File: src/rtl/dcnt_pkg.sv
`timescale 1ns/1ps
package dcnt_pkg;
  localparam int unsigned CNT_W  = 16;
  localparam int unsigned BYTE_W = 8;
  localparam int unsigned DIG_W  = 4;
  typedef enum logic {MODE_BIN = 1'b0, MODE_BCD = 1'b1} cnt_mode_e;
endpackage

File: src/rtl/dcnt_edge.sv
`timescale 1ns/1ps
module dcnt_edge (
  input  logic clk_i,
  input  logic rst_ni,
  input  logic sig_i,
  output logic rise_o
);
  logic sig_q;

  always_ff @(posedge clk_i or negedge rst_ni) begin
    if (!rst_ni) sig_q <= 1'b0;
    else         sig_q <= sig_i;
  end

  assign rise_o = sig_i & ~sig_q;
endmodule

File: src/rtl/dcnt_dec.sv
`timescale 1ns/1ps
module dcnt_dec
  import dcnt_pkg::*;
#(
  parameter int unsigned W = CNT_W
) (
  input  logic [W-1:0] val_i,
  input  cnt_mode_e    mode_i,
  output logic [W-1:0] nxt_o
);
  localparam int unsigned ND = W / DIG_W;

  logic [ND:0]  brw;
  logic [W-1:0] bcd_nxt;

  assign brw[0] = 1'b1;

  for (genvar g = 0; g < ND; g++) begin : g_dig
    logic [DIG_W-1:0] dig;
    assign dig = val_i[g*DIG_W +: DIG_W];
    // zero digit wraps to nine and passes the borrow upward
    assign bcd_nxt[g*DIG_W +: DIG_W] = !brw[g]   ? dig :
                                       (dig == '0) ? DIG_W'(9) : dig - 1'b1;
    assign brw[g+1] = brw[g] & (dig == '0);
  end

  assign nxt_o = (mode_i == MODE_BCD) ? bcd_nxt : val_i - 1'b1;
endmodule

File: src/rtl/dcnt_snap.sv
`timescale 1ns/1ps
module dcnt_snap
  import dcnt_pkg::*;
#(
  parameter int unsigned W = CNT_W
) (
  input  logic              clk_i,
  input  logic              rst_ni,
  input  logic              clr_i,
  input  logic              latch_i,
  input  logic              rd_i,
  input  logic [W-1:0]      live_i,
  output logic [BYTE_W-1:0] data_o,
  output logic              holding_o,
  output logic [W-1:0]      hold_o
);
  logic [W-1:0] hold_q;
  logic         holding_q;
  logic         hi_q;
  logic [W-1:0] src;

  always_ff @(posedge clk_i or negedge rst_ni) begin
    if (!rst_ni) begin
      hold_q    <= '0;
      holding_q <= 1'b0;
      hi_q      <= 1'b0;
    end else if (clr_i) begin
      holding_q <= 1'b0;
      hi_q      <= 1'b0;
    end else if (latch_i && !holding_q) begin
      hold_q    <= live_i;
      holding_q <= 1'b1;
      hi_q      <= 1'b0;
    end else if (rd_i) begin
      hi_q <= ~hi_q;
      if (hi_q) holding_q <= 1'b0;
    end
  end

  assign src       = holding_q ? hold_q : live_i;
  assign data_o    = hi_q ? src[W-1 -: BYTE_W] : src[BYTE_W-1:0];
  assign holding_o = holding_q;
  assign hold_o    = hold_q;
endmodule

File: src/rtl/dcnt_channel.sv
`timescale 1ns/1ps
module dcnt_channel
  import dcnt_pkg::*;
(
  input  logic              clk_i,
  input  logic              rst_ni,
  input  logic              cnt_clk_i,
  input  logic              gate_i,
  input  logic              load_i,
  input  logic [CNT_W-1:0]  load_val_i,
  input  logic              bcd_i,
  input  logic              arm_i,
  input  logic              latch_i,
  input  logic              rd_i,
  output logic [BYTE_W-1:0] rd_data_o,
  output logic              out_o
);
  logic [CNT_W-1:0] cnt_q, init_q, cnt_nxt, hold_val;
  cnt_mode_e        mode_q;
  logic             loaded_q, armed_q, out_q, tick, holding;

  dcnt_edge u_edge (
    .clk_i  (clk_i),
    .rst_ni (rst_ni),
    .sig_i  (cnt_clk_i),
    .rise_o (tick)
  );

  dcnt_dec #(.W(CNT_W)) u_dec (
    .val_i  (cnt_q),
    .mode_i (mode_q),
    .nxt_o  (cnt_nxt)
  );

  dcnt_snap #(.W(CNT_W)) u_snap (
    .clk_i     (clk_i),
    .rst_ni    (rst_ni),
    .clr_i     (load_i),
    .latch_i   (latch_i),
    .rd_i      (rd_i),
    .live_i    (cnt_q),
    .data_o    (rd_data_o),
    .holding_o (holding),
    .hold_o    (hold_val)
  );

  always_ff @(posedge clk_i or negedge rst_ni) begin
    if (!rst_ni) begin
      cnt_q    <= '0;
      init_q   <= '0;
      mode_q   <= MODE_BIN;
      loaded_q <= 1'b0;
      armed_q  <= 1'b0;
      out_q    <= 1'b1;
    end else if (load_i) begin
      cnt_q    <= load_val_i;
      init_q   <= load_val_i;
      mode_q   <= bcd_i ? MODE_BCD : MODE_BIN;
      loaded_q <= 1'b1;
      armed_q  <= 1'b0;
      out_q    <= 1'b1;
    end else begin
      if (arm_i && loaded_q) armed_q <= 1'b1;
      if (armed_q && tick) begin
        if (!out_q) begin
          // terminal period over: reload regardless of gate
          cnt_q <= init_q;
          out_q <= 1'b1;
        end else if (gate_i) begin
          cnt_q <= cnt_nxt;
          if (cnt_nxt == '0) out_q <= 1'b0;
        end
      end
    end
  end

  assign out_o = out_q;
endmodule

File: config.mk
export PLATFORM = sky130hd
export DESIGN_NAME = dcnt_channel
export DESIGN_NICKNAME = d
export VERILOG_FILES = /design/src/rtl/dcnt_pkg.sv /design/src/rtl/dcnt_edge.sv /design/src/rtl/dcnt_dec.sv /design/src/rtl/dcnt_snap.sv /design/src/rtl/dcnt_channel.sv
export SDC_FILE = /design/constraint.sdc
export NUM_CORES = 1
export LEC_CHECK = 0
export BUFFER_PORTS_ARGS = -buffer_cell sky130_fd_sc_hd__buf_4
export CORE_ASPECT_RATIO = 1.75
export CORE_MARGIN = 5
export CORE_UTILIZATION = 60
export CTS_CLUSTER_SIZE = 14
export DETAILED_ROUTE_END_ITERATION = 16
export PLACE_DENSITY = 0.78
export SLEW_MARGIN = 25
export SYNTH_ARGS = -nofsm -noshare
export SYNTH_HDL_FRONTEND = slang
export SYNTH_SLANG_ARGS = --single-unit
File: constraint.sdc
create_clock -name clk_i -period 6.77 [get_ports clk_i]
set_input_delay 1.0155 -clock clk_i [delete_from_list [all_inputs] [get_ports clk_i]]
set_output_delay 1.0155 -clock clk_i [all_outputs]
set_load 0.03 [all_outputs]
==> results.toml <==
[synthesis]
synthArstFlopShare_pct = 100.0
seq_area_frac_synth_pct = 45.16
yosys_warnings = 0
synth_area_um2 = 3050
synth_top_area_cell = "dfrtp_1"
synth_edf_count = 0
synth_cell_types = 50
avgSynthCellArea_um2 = 9.936
ys.flop_type = "dfrtp_1"
synth_common_cells = "dfrtp_1, o21ai_0, nor2_1, mux2_2, a21oi_1"
synth_top_area_share_pct = 44.30
synth_area_leaders = "dfrtp_1, mux2_2, mux4_2"
ys_ff_latch = 55
synth_nets = 334
synth_most_common_cell = "dfrtp_1"
netlist_instances = 307

[timing]
period_share_pct = 41.09
max_freq_ghz = 0.3594
worst_pin_slew_ns = 0.7037
fin_worst_skew_ns = 0.008857
finalCriticalPeriod_ns = 2.782
maxSlewViolCount = 0
finalSetupViolCount = 0
relSlewSlack_pct = 53.09
setup_ws_ns = 3.988
hold_ws_ns = 0.4937
fin_tns_setup_ns = 0
rsz0062_at_grt = "false"
timing_hold_violations_final = 0

[finish]
diodes = 0
final_nets = 349
fin_util_pct = 67.57
drive_above_1_share_pct = 24.53
finalInstanceArea_um2 = 3363
fin_cells = 376
area_growth_syn_to_layout_pct = 10.25

[setup_path]
critPathSlowestCell = "dfrtp_1"
startpoint_type = "flip-flop"
cp.arrival_ns = 1.77
crit_path_max_fanout = 11
worstPathCellList = "mux4_2 > buf_4"
critPathCaptureType = "output pin"
critPathMaxStageDelay_ns = 0.70
worstSetupPathType = "reg2out"
worstPathRequired_ns = 5.75

[clock_tree]
cts-buffers-inserted = 5
post_cts.repair.setup_buffers = 0
root_buffer = "clkbuf_8"
cts_tree = "built"
htreeDepth = 2
insertion_delay_ns = 0.30
post_cts_resize_count = 0
clock_path_buffers = 2
clkSlewWorstSetupHoldPaths_ns = 0.09
clkSinkCount = 55
cts_hold_buf = 0

[die]
die_area_um2 = 6666
start_util_pct = 61.29
core_um2 = 4977
die_w_um = 63.90
die_h_um = 104.3
ioPinCount = 34
rows = 34

[route]
wl_um = 6665
drc_errors = 0
num_vias = 2379
antenna_left = 0
wire_per_inst_um = 17.73
firstDrtPassIters = 4
drt_iter0_markers = 69
viasPerCell = 6.327

[power]
vdd_drop_max_mv = 0.2728
combPwrFrac_pct = 21.9
p_leak_nw = 1.416
power_mw = 0.7978
power_frac_seq_pct = 52.1
internal_power_mw = 0.5658
power_switching_mw = 0.2320
swShare_pct = 29.08
clockPowerShare_pct = 26.0
powerDensity_nw_per_um2 = 237.2

[global_routing]
antenna_found_initial = 0
grt_max_degree = 56
grt_overflow_total = 0
grt_pass1_vias = 2385
grt_usage_pct = 21.29
grt_pass1_wl_um = 11380

[hold_path]
hp-class = "reg2reg"

[placement]
portBuffers = 33
dp_hpwl_um = 4884
pre_cts_ws_ns = 4.099
placed_cell_area_um2 = 3261
dp_cells = 369
place.gp.congestion = 0.9556

[flow_run]
cap_violations = 0

[status]
status = "completed"
path summary, 6_finish.rpt:
check	from	to	cells past startpoint	slack (ns)
worst min-delay path	loaded_q	loaded_q	1	0.49
min in group asynchronous	rst_ni	init_q[8]	1	0.74
max in group asynchronous	rst_ni	init_q[15]	1	5.59
worst max-delay path	u_snap.holding_o	rd_data_o[6]	2	3.99
worst max register to register	cnt_q[0]	out_o	8	4.30
worst min register to register	loaded_q	loaded_q	1	0.49
metal layers:
layer / share of wire (%) / up-vias / wire length [um] / GRT usage, %
met1: 39 / 1148 / 2618 / 26.25
li1: - / 1135 / - / -
met4: 3.1 / 0 / 208 / 10.10
met3: 5.1 / 18 / 339 / 3.676
met5: 0 / - / 0 / 0
met2: 52 / 78 / 3499 / 35.25
sequential cells by signal, summed over array words and instances, names as in the netlist:
signal            cells
armed_q               1
cnt_q                16
init_q               16
loaded_q              1
mode_q                1
out_o                 1
u_edge.sig_q          1
u_snap.hi_q           1
u_snap.hold_o        16
u_snap.holding_o      1
power groups by stage:
stage | sequential, mW | clock [mW] | combinational [mW]
2_1_floorplan | 0.393 | 0 | 0.143
3_3_place_gp | 0.419 | 0 | 0.172
3_5_place_dp | 0.422 | 0 | 0.175
4_1_cts | 0.415 | 0.213 | 0.176
5_1_grt | 0.422 | 0.229 | 0.192
6_report | 0.416 | 0.207 | 0.175
worst max-delay path: cells and delay by family, from the launching register on:
family | cells | cell delay [ns]
buffers and inverters | 1 | 0.18
multiplexers | 1 | 0.58
flip-flops | 1 | 0.70
kinds of logic after synthesis:
kind of cell | share of synthesized area, %
muxes | 15.05
adders and majority gates | 0.8202
DFF | 45.16
buffers and inverters | 5.783
xor gates and xnor gates | 2.010
AOI/OAI and AO/OA | 18.17
and+or+nand+nor | 13.00
layout make-up:
type | instances | area, um2
clock buffer | 6 | 72.57
clock inverter | 1 | 30.03
fill | 412 | 1614
inverter | 17 | 63.81
multi-input combinational | 209 | 1496
sequential | 55 | 1378
tap | 54 | 67.56
timing repair buffer | 34 | 255.2
placed cells by master (no fill, tap or decap), drive strengths merged, types with 7 or more instances in the layout:
| cell | synthesis | layout |
|---|---|---|
| dfrtp | 54 | 54 |
| buf | 9 | 34 |
| o21ai | 29 | 29 |
| nor2 | 27 | 27 |
| mux2 | 23 | 23 |
| a21oi | 20 | 20 |
| nand2 | 19 | 19 |
| inv | 17 | 17 |
| mux4 | 8 | 8 |
| nor3 | 7 | 7 |
Power figures use the tool's default switching activity.
